[src/rtl/seq_pkg.sv]
package seq_pkg;

    typedef enum logic [4:0] {
        S_BOOT, S_F_ADDR, S_F_READ, S_F_IR, S_DEC,
        S_ALU_WB, S_LEA_WB, S_EA_PC, S_EA_BASE,
        S_PTR_RD, S_PTR_MAR, S_LD_RD, S_LD_WB,
        S_ST_DATA, S_ST_WR, S_BRANCH, S_JUMP, S_HALT
    } state_t;

    typedef enum logic [2:0] {G_NONE, G_PC, G_MDR, G_ALU, G_ADR} gate_t;
    typedef enum logic [1:0] {PC_INC = 2'd0, PC_ADR = 2'd1, PC_VEC = 2'd2} pc_src_t;
    typedef enum logic [1:0] {OFF_ZERO = 2'd0, OFF_6 = 2'd1, OFF_9 = 2'd2} off_t;
    typedef enum logic [1:0] {ALU_ADD = 2'd0, ALU_AND = 2'd1, ALU_NOT = 2'd2, ALU_PASS = 2'd3} alu_t;

    localparam int OP_BR  = 0;
    localparam int OP_ADD = 1;
    localparam int OP_LD  = 2;
    localparam int OP_ST  = 3;
    localparam int OP_AND = 5;
    localparam int OP_LDR = 6;
    localparam int OP_STR = 7;
    localparam int OP_NOT = 9;
    localparam int OP_LDI = 10;
    localparam int OP_STI = 11;
    localparam int OP_JMP = 12;
    localparam int OP_LEA = 14;

    typedef struct packed {
        logic    ld_ir;
        logic    ld_pc;
        logic    ld_mar;
        logic    ld_mdr;
        logic    ld_reg;
        logic    ld_cc;
        gate_t   gate;
        pc_src_t pc_src;
        logic    mar_adr;
        logic    mdr_bus;
        logic    base_reg;
        off_t    off;
        alu_t    alu;
        logic    mem_en;
        logic    mem_we;
        logic    halt;
    } ctl_t;

endpackage

[src/rtl/seq_opdec.sv]
module seq_opdec #(
    parameter int OPC_W = 4,
    localparam int NLINE = 1 << OPC_W
) (
    input  logic [OPC_W-1:0] opc,
    output logic [NLINE-1:0] line
);
    for (genvar i = 0; i < NLINE; i++) begin : g_line
        assign line[i] = (opc == OPC_W'(i));
    end
endmodule

[src/rtl/seq_brcond.sv]
module seq_brcond #(
    parameter int CC_W = 3
) (
    input  logic [CC_W-1:0] mask,
    input  logic [CC_W-1:0] flags,
    output logic            taken
);
    assign taken = |(mask & flags);
endmodule

[src/rtl/seq_next.sv]
module seq_next
    import seq_pkg::*;
#(
    parameter int OPC_W = 4,
    localparam int NLINE = 1 << OPC_W
) (
    input  state_t           cur,
    input  logic [NLINE-1:0] line,
    input  logic             taken,
    input  logic             mem_rdy,
    output state_t           nxt,
    output alu_t             alu_kind
);
    localparam logic [NLINE-1:0] SUPPORTED = NLINE'(16'h5EEF);

    logic legal, grp_op, grp_pcrel, grp_base, is_load, is_ind;

    always_comb begin
        legal     = |(line & SUPPORTED);
        grp_op    = line[OP_ADD] | line[OP_AND] | line[OP_NOT];
        grp_pcrel = line[OP_LD] | line[OP_ST] | line[OP_LDI] | line[OP_STI];
        grp_base  = line[OP_LDR] | line[OP_STR];
        is_load   = line[OP_LD] | line[OP_LDR] | line[OP_LDI];
        is_ind    = line[OP_LDI] | line[OP_STI];
        if (line[OP_AND])      alu_kind = ALU_AND;
        else if (line[OP_NOT]) alu_kind = ALU_NOT;
        else                   alu_kind = ALU_ADD;
    end

    always_comb begin
        nxt = cur;
        unique case (cur)
            S_BOOT:    nxt = S_F_ADDR;
            S_F_ADDR:  nxt = S_F_READ;
            S_F_READ:  if (mem_rdy) nxt = S_F_IR;
            S_F_IR:    nxt = S_DEC;
            S_DEC: begin
                if (!legal)             nxt = S_HALT;
                else if (grp_op)        nxt = S_ALU_WB;
                else if (line[OP_LEA])  nxt = S_LEA_WB;
                else if (grp_pcrel)     nxt = S_EA_PC;
                else if (grp_base)      nxt = S_EA_BASE;
                else if (line[OP_JMP])  nxt = S_JUMP;
                else                    nxt = taken ? S_BRANCH : S_F_ADDR;
            end
            S_EA_PC:   nxt = is_ind ? S_PTR_RD : (is_load ? S_LD_RD : S_ST_DATA);
            S_EA_BASE: nxt = is_load ? S_LD_RD : S_ST_DATA;
            S_PTR_RD:  if (mem_rdy) nxt = S_PTR_MAR;
            S_PTR_MAR: nxt = is_load ? S_LD_RD : S_ST_DATA;
            S_LD_RD:   if (mem_rdy) nxt = S_LD_WB;
            S_ST_DATA: nxt = S_ST_WR;
            S_ST_WR:   if (mem_rdy) nxt = S_F_ADDR;
            S_ALU_WB, S_LEA_WB, S_LD_WB, S_BRANCH, S_JUMP: nxt = S_F_ADDR;
            S_HALT:    nxt = S_HALT;
            default:   nxt = S_HALT;
        endcase
    end
endmodule

[src/rtl/seq_ctlgen.sv]
module seq_ctlgen
    import seq_pkg::*;
(
    input  state_t cur,
    input  alu_t   alu_kind,
    input  logic   mem_rdy,
    output ctl_t   c
);
    always_comb begin
        c = '0;
        unique case (cur)
            S_BOOT: begin
                c.ld_pc  = 1'b1;
                c.pc_src = PC_VEC;
            end
            S_F_ADDR: begin
                c.gate   = G_PC;
                c.ld_mar = 1'b1;
                c.ld_pc  = 1'b1;
                c.pc_src = PC_INC;
            end
            S_F_READ, S_PTR_RD, S_LD_RD: begin
                c.mem_en = 1'b1;
                c.ld_mdr = mem_rdy;
            end
            S_F_IR: begin
                c.gate  = G_MDR;
                c.ld_ir = 1'b1;
            end
            S_DEC: c = '0;
            S_ALU_WB: begin
                c.gate   = G_ALU;
                c.alu    = alu_kind;
                c.ld_reg = 1'b1;
                c.ld_cc  = 1'b1;
            end
            S_LEA_WB: begin
                c.gate   = G_ADR;
                c.off    = OFF_9;
                c.ld_reg = 1'b1;
                c.ld_cc  = 1'b1;
            end
            S_EA_PC: begin
                c.ld_mar  = 1'b1;
                c.mar_adr = 1'b1;
                c.off     = OFF_9;
            end
            S_EA_BASE: begin
                c.ld_mar   = 1'b1;
                c.mar_adr  = 1'b1;
                c.base_reg = 1'b1;
                c.off      = OFF_6;
            end
            S_PTR_MAR: begin
                c.gate   = G_MDR;
                c.ld_mar = 1'b1;
            end
            S_LD_WB: begin
                c.gate   = G_MDR;
                c.ld_reg = 1'b1;
                c.ld_cc  = 1'b1;
            end
            S_ST_DATA: begin
                c.gate    = G_ALU;
                c.alu     = ALU_PASS;
                c.ld_mdr  = 1'b1;
                c.mdr_bus = 1'b1;
            end
            S_ST_WR: begin
                c.mem_en = 1'b1;
                c.mem_we = 1'b1;
            end
            S_BRANCH: begin
                c.ld_pc  = 1'b1;
                c.pc_src = PC_ADR;
                c.off    = OFF_9;
            end
            S_JUMP: begin
                c.ld_pc    = 1'b1;
                c.pc_src   = PC_ADR;
                c.base_reg = 1'b1;
                c.off      = OFF_ZERO;
            end
            S_HALT: c.halt = 1'b1;
            default: c = '0;
        endcase
    end
endmodule

[src/rtl/instr_seq_ctrl.sv]
module instr_seq_ctrl
    import seq_pkg::*;
#(
    parameter int OPC_W = 4,
    parameter int CC_W  = 3,
    localparam int NLINE  = 1 << OPC_W,
    localparam int HI_W   = OPC_W + CC_W,
    localparam int GATE_N = 4
) (
    input  logic              clk,
    input  logic              rst_n,
    input  logic [HI_W-1:0]   ir_hi,
    input  logic [CC_W-1:0]   cc_nzp,
    input  logic              mem_rdy,
    output logic              ld_ir,
    output logic              ld_pc,
    output logic              ld_mar,
    output logic              ld_mdr,
    output logic              ld_reg,
    output logic              ld_cc,
    output logic [GATE_N-1:0] bus_gate,
    output logic [1:0]        pc_src,
    output logic              mar_src,
    output logic              mdr_src,
    output logic              addr_base,
    output logic [1:0]        addr_off,
    output logic [1:0]        alu_op,
    output logic              mem_en,
    output logic              mem_we,
    output logic              halt
);
    state_t           st_q, st_d;
    logic [NLINE-1:0] line;
    logic             taken;
    alu_t             alu_kind;
    ctl_t             ctl;

    seq_opdec #(.OPC_W(OPC_W)) u_dec (
        .opc  (ir_hi[HI_W-1 -: OPC_W]),
        .line (line)
    );

    seq_brcond #(.CC_W(CC_W)) u_br (
        .mask  (ir_hi[CC_W-1:0]),
        .flags (cc_nzp),
        .taken (taken)
    );

    seq_next #(.OPC_W(OPC_W)) u_next (
        .cur      (st_q),
        .line     (line),
        .taken    (taken),
        .mem_rdy  (mem_rdy),
        .nxt      (st_d),
        .alu_kind (alu_kind)
    );

    seq_ctlgen u_ctl (
        .cur      (st_q),
        .alu_kind (alu_kind),
        .mem_rdy  (mem_rdy),
        .c        (ctl)
    );

    always_ff @(posedge clk or negedge rst_n) begin
        if (!rst_n) st_q <= S_BOOT;
        else        st_q <= st_d;
    end

    for (genvar g = 0; g < GATE_N; g++) begin : g_gate
        assign bus_gate[g] = (ctl.gate == gate_t'(3'(g + 1)));
    end

    assign ld_ir     = ctl.ld_ir;
    assign ld_pc     = ctl.ld_pc;
    assign ld_mar    = ctl.ld_mar;
    assign ld_mdr    = ctl.ld_mdr;
    assign ld_reg    = ctl.ld_reg;
    assign ld_cc     = ctl.ld_cc;
    assign pc_src    = ctl.pc_src;
    assign mar_src   = ctl.mar_adr;
    assign mdr_src   = ctl.mdr_bus;
    assign addr_base = ctl.base_reg;
    assign addr_off  = ctl.off;
    assign alu_op    = ctl.alu;
    assign mem_en    = ctl.mem_en;
    assign mem_we    = ctl.mem_we;
    assign halt      = ctl.halt;
endmodule

[config.mk]
export PLATFORM = sky130hd
export DESIGN_NAME = instr_seq_ctrl
export DESIGN_NICKNAME = d
export VERILOG_FILES = /design/src/rtl/seq_pkg.sv /design/src/rtl/seq_opdec.sv /design/src/rtl/seq_brcond.sv /design/src/rtl/seq_next.sv /design/src/rtl/seq_ctlgen.sv /design/src/rtl/instr_seq_ctrl.sv
export SDC_FILE = /design/constraint.sdc
export NUM_CORES = 1
export LEC_CHECK = 0
export BUFFER_PORTS_ARGS = -buffer_cell sky130_fd_sc_hd__buf_4
export CAP_MARGIN = 20
export CORE_MARGIN = 2
export CORE_UTILIZATION = 53
export CTS_CLUSTER_SIZE = 12
export DETAILED_ROUTE_END_ITERATION = 16
export GPL_TIMING_DRIVEN = 0
export PLACE_DENSITY = 0.85
export SYNTH_ARGS = -nofsm -noshare
export SYNTH_HDL_FRONTEND = slang
export SYNTH_SLANG_ARGS = --single-unit
[constraint.sdc]
create_clock -name clk -period 4.9 [get_ports clk]
set_clock_uncertainty 0.05 [all_clocks]
set_input_delay 0.98 -clock clk [delete_from_list [all_inputs] [get_ports clk]]
set_output_delay 0.98 -clock clk [all_outputs]
set_load 0.01 [all_outputs]
==> results of run 1 <==
## where the power goes
| part | total (mW) | internal (mW) | switching [mW] |
|---|---|---|---|
| clock network | 0.0520 | 0.0310 | 0.0210 |
| registers | 0.0749 | 0.0594 | 0.0155 |
| logic | 0.549 | 0.241 | 0.307 |
## metal layers
layer	share of wire (%)	track usage, %	wire length [um]
met1	41	36.43	1120
met2	48	46.11	1320
met3	9.2	5.098	252
met4	1.3	11.43	35
met5	0	0	0
## worst paths after layout
path	startpoint	end	slack (ns)	cells past startpoint
worst max-delay path	mem_rdy	ld_mdr	1.94	5
worst min-delay path	rst_n	st_q[1]	0.46	1
worst max register to register	st_q[3]	st_q[0]	3.26	5
worst min register to register	st_q[2]	st_q[0]	0.72	3
max in group asynchronous	rst_n	st_q[3]	4.21	1
min in group clk	st_q[2]	st_q[0]	0.72	3
## area by class of cell
cell class	count	area [um^2]	area share, %
Multi-Input combinational cell	112	686.9	56.66
Clock buffer	4	26.28	2.167
Sequential cell	5	125.1	10.32
Buffer	17	105.1	8.669
Tap cell	17	21.27	1.754
Inverter	6	22.52	1.858
Timing Repair Buffer	30	225.2	18.58
## stage by stage
| step | hold slack, ns | util (%) | instance area [um^2] | setup slack, ns |
|---|---|---|---|---|
| final | 0.4625 | 71.78 | 1212 | 1.939 |
| after global routing | 0.4590 | 71.78 | 1212 | 1.801 |
| after CTS | 0.4641 | 71.78 | 1212 | 1.973 |
| after detailed placement | 0.6986 | 70.22 | 1186 | 1.980 |
| after global placement | 0.6875 | 70.22 | 1186 | 2.000 |
| after floorplan | 0.6341 | - | 939.7 | 2.157 |
## cell families after synthesis
| family | after synthesis | synth area share [%] |
|---|---|---|
| DFF | 5 | 13.32 |
| buffers and inverters | 23 | 13.58 |
| xor gates and xnor gates | 4 | 3.729 |
| muxes | 1 | 1.065 |
| and+or+nand+nor | 69 | 39.28 |
| AOI/OAI and AO/OA | 38 | 29.03 |
## placed cells by master, fill, tap and decap left out, drive strengths merged, types with 3 or more instances in the layout
master  netlist  routed
o22ai         3       3
o21ai         5       5
nand2b        4       4
nand2        15      15
xnor2         3       3
a31oi         5       5
nor2         19      19
a32oi         3       3
nor2b         3       3
a21oi         3       3
clkbuf        5       9
dfrtp         5       5
nor3          7       7
inv           5       5
nand3b        5       5
nand4b        3       3
buf          12      42
==> metrics.md, run 1 <==
| Metric | Value |
|---|---|
| Critical path startpoint category | primary input |
| Via-per-instance ratio | 6.225 |
| Most used DFF post-synth | dfrtp_1 |
| Final min period | 2.961 ns |
| Vias in the first global route | 1010 |
| Distinct cells, synth | 46 |
| Worst path arrival time | 1.93 ns |
| Fin. Hold Viols | 0 |
| Area contributors post-synth | dfrtp_1 (13%), nor2_1 (7.6%), nand2_1 (6.0%) |
| Chip Width | 46.11 um |
| Slew Limit Fails | 0 |
| Nets | 188 |
| Total power | 675.7 uW |
| Htree depth | 1 |
| Worst Path Max Fanout | 10 |
| Most frequent cell after synthesis | nor2_1 |
| Initial drt markers | 45 |
| First-pass GRT wire length | 4340 um |
| Wire length per cell | 14.29 um |
| Area leader, netlist | dfrtp_1 |
| Crit-path cells | clkbuf_1, mux2i_1, nand3b_1, a21oi_1, buf_4 |
| CTS Buf Count | 3 |
| Worst skew pair latency | 0.26 ns |
| Fillers | 156 |
| Max reg flops | 5 |
| Post-synth EDFFs | 0 |
| Post-CTS Setup Inserts | 0 |
| Slowest-stage cell, CP | clkbuf_1 |
| Core area | 1689 um^2 |
| Largest register by flop count | st_q |
| Post-Syn Nets | 153 |
| CTS tree | yes |
| Post-DP HPWL | 2091 um |
| Fraction of registers with async set/reset | 100.0% |
| YS warnings | 0 |
| Final-report setup violation count | 0 |
| Routability cong. | 0.8745 |
| CTS clk-pin slew, worst paths | 0.06 ns |
| Rows | 15 |
| Hold Buf Count CTS | 0 |
| Die ar. | 2126 um^2 |
| Leak pwr | 0.5278 nW |
| Fmax | 337.7 MHz |
| TNS Setup | 0 ns |
| Total gr overflow | 0 |
| #FFs+latches synth | 5 |
| Post-synth top cells | nor2_1 (19), nand2_1 (15), buf_2 (6), nor3_1 (6) |
| Worst IR Drop VDD | 332.5 uV |
| Synth Area per Inst | 6.712 um^2 |
| Worst path max stage delay | 0.32 ns |
| Yosys top cell area share | 13.32% |
| Fin cells | 191 |
| Routed Antenna Nets | 0 |
| CTS Root Buffer Type | clkbuf_4 |
| Crit Path Category | primary input to output port |
| Max Cap Violations | 0 |
| Total GRT Usage | 28.27% |
| Layout cells sized above 1 | 26.44% |
| Post-synthesis sequential area ratio | 13.32% |
| Fin crit share | 60.44% |
| Total vias in the final route | 1189 |
| Largest net degree at the start of global routing | 11 |
| Largest regs | st_q x5 |
| IO Count | 35 |
| Total Wirelength | 2729 um |
| # DRC | 0 |
| Relative slew slack | 64.11% |
| RSZ-0062 raised after global routing | no |
| Status | complete, no violations |
| Die Ht | 46.11 um |
| # placed instances | 187 |
| Worst Max-Slew Pin Slew | 0.5383 ns |
| Syn Inst Count | 140 |
| Critical path capture point type | output port |
| Post-CTS Resized | 0 |
| Max Root-Sink Buffers | 2 |
| Post-Syn Area | 939.7 um^2 |
| PwrDens | 557.3 nW/um^2 |
| First-pass detailed-route iteration total | 4 |
| PortBufs | 30 |
| Worst Path Buf+Inv | 2 |
| Initial antenna violation count | 0 |
| Worst hold path type | primary input to async pin |
| Sink Count | 5 |
| Starting Density | 55.63% |
| Critical path's top delay family | buffers and inverters |
| Crit path required time | 3.87 ns |
| Ant diodes | 0 |
| Syn-to-layout area delta | 29.03% |
(Power assumes the default switching activity.)
==> run 2: changes to the inputs <==
--- a/config.mk
+++ b/config.mk
@@ -8,11 +8,11 @@
 export BUFFER_PORTS_ARGS = -buffer_cell sky130_fd_sc_hd__buf_4
 export CAP_MARGIN = 20
 export CORE_MARGIN = 2
-export CORE_UTILIZATION = 53
+export CORE_UTILIZATION = 49
 export CTS_CLUSTER_SIZE = 12
 export DETAILED_ROUTE_END_ITERATION = 16
 export GPL_TIMING_DRIVEN = 0
-export PLACE_DENSITY = 0.85
+export PLACE_DENSITY = 0.8
 export SYNTH_ARGS = -nofsm -noshare
 export SYNTH_HDL_FRONTEND = slang
 export SYNTH_SLANG_ARGS = --single-unit
==> constraint.sdc (replaced) <==
create_clock -name clk -period 2.9 [get_ports clk]
set_clock_uncertainty 0.05 [all_clocks]
set_input_delay 0.58 -clock clk [delete_from_list [all_inputs] [get_ports clk]]
set_output_delay 0.58 -clock clk [all_outputs]
set_load 0.01 [all_outputs]
==> run 2 against run 1 <==
- sequential share of layout area fell by 0.085 points
- cell count rose by 4.2%
- non-clock buffer count did not move
- worst setup slack got worse by 1.4 ns
- largest cell class unchanged
- critical endpoint is now ld_reg
- power rose by 70%
==> metrics.md, run 2 (synthesized netlist as in run 1, its figures left out) <==
| Metric | Value |
|---|---|
| Status | complete, no violations (unchanged) |
| PwrDens | 938.9 nW/um^2 (was 557.3 nW/um^2) |
| Worst Max-Slew Pin Slew | 0.5619 ns (was 0.5383 ns) |
| Layout cells sized above 1 | 26.44% (unchanged) |
| Largest net degree at the start of global routing | 11 (unchanged) |
| Ant diodes | 0 (unchanged) |
| Worst path arrival time | 1.75 ns (was 1.93 ns) |
| Total Wirelength | 2826 um (was 2729 um) |
| Max Root-Sink Buffers | 2 (unchanged) |
| R2r setup slk | 1.28 ns (was 3.26 ns) |
| Worst hold path type | primary input to async pin (unchanged) |
| Htree depth | 1 (unchanged) |
| CTS tree | yes (unchanged) |
| Leak pwr | 0.5278 nW (unchanged) |
| CTS Buf Count | 3 (unchanged) |
| Post-CTS Resized | 0 (unchanged) |
| Die Ht | 47.79 um (was 46.11 um) |
| Final min period | 2.376 ns |
| First-pass GRT wire length | 4498 um (was 4340 um) |
| Total gr overflow | 0 (unchanged) |
| Largest regs | st_q x5 (unchanged) |
| CTS Root Buffer Type | clkbuf_4 (unchanged) |
| Syn-to-layout area delta | 30.09% (was 29.03%) |
| FF-to-FF path depth | 5 (unchanged) |
| Sink Count | 5 (unchanged) |
| Most frequent cells in the layout | buf_4 (33), nor2_1 (19), nand2_1 (15) (unchanged) |
| Nets | 188 (unchanged) |
| Initial drt markers | 49 (was 45) |
| Slew Limit Fails | 0 (unchanged) |
| CTS clk-pin slew, worst paths | 0.05 ns (was 0.06 ns) |
| IO Count | 35 (unchanged) |
| Vias in the first global route | 1044 (was 1010) |
| Worst Path Max Fanout | 10 (unchanged) |
| Fin crit share | 81.95% |
| First-pass detailed-route iteration total | 4 (unchanged) |
| Crit Path Category | flop to output port (was primary input to output port) |
| Post-DP HPWL | 2246 um (was 2091 um) |
| RR Startpoint | st_q[2] (was st_q[3]) |
| Worst skew pair latency | 0.25 ns (was 0.26 ns) |
| Worst IR Drop VDD | 574.4 uV (was 332.5 uV) |
| Total vias in the final route | 1192 (was 1189) |
| Chip Width | 47.79 um (was 46.11 um) |
| Via-per-instance ratio | 5.990 (was 6.225) |
| Fmax | 420.8 MHz |
| PnR worst setup slack | 0.5236 ns (was 1.939 ns) |
| Fin. Hold Viols | 0 (unchanged) |
| # DRC | 0 (unchanged) |
| Max reg flops | 5 (unchanged) |
| RR Endpoint | st_q[2] (was st_q[0]) |
| Core area | 1764 um^2 (was 1689 um^2) |
| Die ar. | 2284 um^2 (was 2126 um^2) |
| Final-report setup violation count | 0 (unchanged) |
| Critical path startpoint category | flop (was primary input) |
| Routed Antenna Nets | 0 (unchanged) |
| TNS Setup | 0 ns (unchanged) |
| RSZ-0062 raised after global routing | no (unchanged) |
| Starting Density | 53.26% (was 55.63%) |
| Crit path required time | 2.27 ns (was 3.87 ns) |
| Max Cap Violations | 0 (unchanged) |
| Total GRT Usage | 27.68% (was 28.27%) |
| Hold Buf Count CTS | 0 (unchanged) |
| Critical path capture point type | output port (unchanged) |
| Rows | 15 (unchanged) |
| Largest register by flop count | st_q (unchanged) |
| Wire length per cell | 14.20 um (was 14.29 um) |
| Routability cong. | 0.8742 (was 0.8745) |
| Initial antenna violation count | 0 (unchanged) |
| Most common cell after layout, fill and taps aside | buf_4 (unchanged) |
| Relative slew slack | 62.54% (was 64.11%) |
| Pre-CTS setup slack | 0.7956 ns (was 1.980 ns) |
| Final core utilization | 69.29% (was 71.78%) |
| Post-CTS Setup Inserts | 0 (unchanged) |
| PortBufs | 30 (unchanged) |
## run 2: cell counts in the layout (fill, tap and decap cells not counted)
Identical to the previous run, type by type.
## run 2: worst max-delay path by stage
stage / from / end / slack, ns / cells past startpoint
2_1_floorplan: st_q[0] / ld_reg / 0.88 / 7
5_1_grt: st_q[0] / ld_reg / 0.43 / 8
6_report: st_q[0] / ld_reg / 0.52 / 8
4_1_cts: st_q[0] / ld_reg / 0.53 / 8
3_5_place_dp: mem_rdy / ld_mdr / 0.80 / 5
3_3_place_gp: mem_rdy / ld_mdr / 0.80 / 5
## run 2: worst max-delay path, cell delays in order, from the launching register on
cell     delay [ns]
dfrtp_1        0.37
buf_6          0.14
buf_2          0.18
buf_2          0.20
o21ai_0        0.15
o21ai_0        0.09
nor2_1         0.14
buf_4          0.12
buf_4          0.11
## run 2: power breakdown
| part | switching (mW) | internal, mW |
|---|---|---|
| clock network | 0.0349 | 0.0524 |
| logic | 0.527 | 0.408 |
| registers | 0.0253 | 0.100 |
## run 2: layout make-up
cell class	instances	area (um^2)
flip-flops and latches	5	125.1
plain buffers	17	105.1
fillers	172	541.8
inverters	6	22.52
clock buffers	4	26.28
repair buffers	30	225.2
multi-input cells	112	686.9
well taps	25	31.28
## run 2: per-stage QoR
step	area (um^2)	total power [mW]	cells	hold WS (ns)
2_1_floorplan	939.7	0.7728	140	0.2344
3_3_place_gp	1196	1.039	195	0.3310
3_5_place_dp	1196	1.051	195	0.3391
4_1_cts	1222	1.138	199	0.07600
5_1_grt	1222	1.245	199	0.07317
6_report	1222	1.148	199	0.07139
## run 2: per-layer routing
metal  wire, um  vias up  global-route usage (%)
li1           -      578                       -
met1       1111      539                   35.31
met2       1443       69                   48.53
met3        255        6                   3.396
met4         17        0                   8.108
met5          0        -                       0
==> run 3: changes to the inputs <==
--- a/config.mk
+++ b/config.mk
@@ -8,11 +8,11 @@
 export BUFFER_PORTS_ARGS = -buffer_cell sky130_fd_sc_hd__buf_4
 export CAP_MARGIN = 20
 export CORE_MARGIN = 2
-export CORE_UTILIZATION = 49
+export CORE_UTILIZATION = 44
 export CTS_CLUSTER_SIZE = 12
 export DETAILED_ROUTE_END_ITERATION = 16
 export GPL_TIMING_DRIVEN = 0
-export PLACE_DENSITY = 0.8
+export PLACE_DENSITY = 0.75
 export SYNTH_ARGS = -nofsm -noshare
 export SYNTH_HDL_FRONTEND = slang
 export SYNTH_SLANG_ARGS = --single-unit
==> constraint.sdc (replaced) <==
create_clock -name clk -period 2.1 [get_ports clk]
set_clock_uncertainty 0.05 [all_clocks]
set_input_delay 0.42 -clock clk [delete_from_list [all_inputs] [get_ports clk]]
set_output_delay 0.42 -clock clk [all_outputs]
set_load 0.01 [all_outputs]
==> run 3 against run 2 <==
- design area up 5.6%
- via count up 3.5%
- critical path depth down 2
- wire length up 4.9%
- global-route usage down 3.9 points
- highest routed layer unchanged
- count of clock-buffer cells in the layout unchanged
- first-iteration DRC count up 65%
- clock power up 27%
==> metrics.md, run 3 (synthesized netlist as in run 1, its figures left out) <==
| Metric | Value |
|---|---|
| Most frequent cells in the layout | buf_4 (37), nor2_1 (17), nand2_1 (14) (was buf_4 (33), nor2_1 (19), nand2_1 (15)) |
| Design Area, Final | 1291 um^2 (was 1222 um^2) |
| FF-to-FF path depth | 5 (unchanged) |
| Crit Path Category | flop to output port (unchanged) |
| Most common cell after layout, fill and taps aside | buf_4 (unchanged) |
| Slew Limit Fails | 0 (unchanged) |
| Crit path required time | 1.63 ns (was 2.27 ns) |
| Slowest-stage cell, CP | dfrtp_1 (unchanged) |
| Relative slew slack | 64.16% (was 62.54%) |
| Final-report setup violation count | 0 (unchanged) |
| Final min period | 2.007 ns |
| R2r setup slk | 0.32 ns (was 1.28 ns) |
| Critical path capture point type | output port (unchanged) |
| Routed Antenna Nets | 0 (unchanged) |
| PwrDens | 1309 nW/um^2 (was 938.9 nW/um^2) |
| CTS Buf Count | 3 (unchanged) |
| Met2 Track Usage GR | 39.47% (was 48.53%) |
| Sink Count | 5 (unchanged) |
| Htree depth | 1 (unchanged) |
| Total vias in the final route | 1234 (was 1192) |
| Total gr overflow | 0 (unchanged) |
| Layout cells sized above 1 | 31.07% (was 26.44%) |
| Wire length per cell | 14.53 um (was 14.20 um) |
| Die ar. | 2521 um^2 (was 2284 um^2) |
| Core area | 1982 um^2 (was 1764 um^2) |
| Worst IR Drop VDD | 1054 uV (was 574.4 uV) |
| Max Cap Violations | 0 (unchanged) |
| Syn-to-layout area delta | 37.42% (was 30.09%) |
| Fmax | 498.2 MHz |
| Met1 usage | 30.07% (was 35.31%) |
| First-pass detailed-route iteration total | 5 (was 4) |
| RSZ-0062 raised after global routing | no (unchanged) |
| First-pass GRT wire length | 4705 um (was 4498 um) |
| Initial drt markers | 81 (was 49) |
| Worst path max stage delay | 0.38 ns (was 0.37 ns) |
| Post-DP HPWL | 2127 um (was 2246 um) |
| Worst Max-Slew Pin Slew | 0.5375 ns (was 0.5619 ns) |
| Ant diodes | 0 (unchanged) |
| Initial antenna violation count | 0 (unchanged) |
| Largest regs | st_q x5 (unchanged) |
| Via-per-instance ratio | 6.049 (was 5.990) |
| CTS clk-pin slew, worst paths | 0.04 ns (was 0.05 ns) |
| Fillers | 186 (was 172) |
| Total GRT Usage | 23.74% (was 27.68%) |
| Worst hold path type | primary input to async pin (unchanged) |
| Top Usage Layer GRT | met2 (unchanged) |
| Worst Path Max Fanout | 12 (was 10) |
| Worst path arrival time | 1.54 ns (was 1.75 ns) |
| Die Ht | 50.21 um (was 47.79 um) |
| Starting Density | 47.41% (was 53.26%) |
| TNS Setup | 0 ns (unchanged) |
| Worst skew pair latency | 0.24 ns (was 0.25 ns) |
| Max Root-Sink Buffers | 2 (unchanged) |
| M3 GR Usage | 5.060% (was 3.396%) |
| Placed Area | 1199 um^2 (was 1196 um^2) |
| Critical path startpoint category | flop (unchanged) |
| Fin. Hold Viols | 0 (unchanged) |
| Vias in the first global route | 1054 (was 1044) |
| Largest register by flop count | st_q (unchanged) |
| IO Count | 35 (unchanged) |
| Leak pwr | 0.5481 nW (was 0.5278 nW) |
| Total power | 1.690 mW (was 1.148 mW) |
| Rows | 16 (was 15) |
| Nets | 191 (was 188) |
| # DRC | 0 (unchanged) |
| Chip Width | 50.21 um (was 47.79 um) |
| Crit-path cells | buf_8, or2_1, buf_6, nand2b_1, a21oi_2, buf_4 (was buf_6, buf_2, buf_2, o21ai_0, o21ai_0, nor2_1, buf_4, buf_4) |
| Routability cong. | 0.8755 (was 0.8742) |
| Largest net degree at the start of global routing | 20 (was 11) |
| Max reg flops | 5 (unchanged) |
| Fin crit share | 95.58% |
| CTS Root Buffer Type | clkbuf_4 (unchanged) |
| Total Wirelength | 2965 um (was 2826 um) |
| CTS tree | yes (unchanged) |
| PortBufs | 30 (unchanged) |
| Status | complete, no violations (unchanged) |
==> run 3: where the power goes <==
group          switching, mW  leakage (nW)  internal [mW]
clock network         0.0392        0.0150         0.0718
logic                  0.774         0.469          0.629
registers             0.0363        0.0642          0.139
total                  0.850         0.548          0.840
==> run 3: final timing paths <==
check                        start       to
setup reg to reg           st_q[2]  st_q[2]
hold / removal               rst_n  st_q[1]
setup / recovery           st_q[0]  mar_src
min in group clk           mem_rdy  st_q[0]
max in group asynchronous    rst_n  st_q[4]
hold reg to reg            st_q[3]  st_q[0]
==> run 3: layout make-up <==
cell class              count  area [um^2]  share of cell area (%)
clock buffers               4        26.28                   2.035
plain buffers              14        101.3                   7.849
multi-input cells         112        705.7                   54.65
flip-flops and latches      5        125.1                   9.690
repair buffers             36        272.8                   21.12
well taps                  27        33.78                   2.616
inverters                   6        26.28                   2.035
==> run 3: layer usage <==
layer  wire, um  vias up
met1       1182      559
li1           -      581
met5          0        -
met2       1406       84
met3        313       10
met4         63        0
==> run 3: what timing repair did <==
action,CTS,global route
hold buffers,1,0
hold endpoints to repair,5,0
endpoints found under the setup margin,3,10
pin swaps,1,2
gates resized for setup,1,10
buffers inserted,1,4
==> run 3: metrics by stage <==
step / hold slack [ns] / instances / setup WS (ns) / util, %
6_report: 0.5072 / 204 / 0.09284 / 65.15
5_1_grt: 0.5044 / 204 / 0.002141 / 65.15
4_1_cts: 0.4560 / 201 / 0.01492 / 62.37
3_5_place_dp: 0.1742 / 197 / 0.1791 / 60.48
3_3_place_gp: 0.1705 / 197 / 0.2010 / 60.48
2_1_floorplan: 0.07441 / 140 / 0.2387 / -
==> run 3: critical path: cells and delay by family (launching register included) <==
family / cells / cell delay, ns
compound gates: 1 / 0.12
flops: 1 / 0.38
simple gates: 2 / 0.38
buf+inv: 3 / 0.42
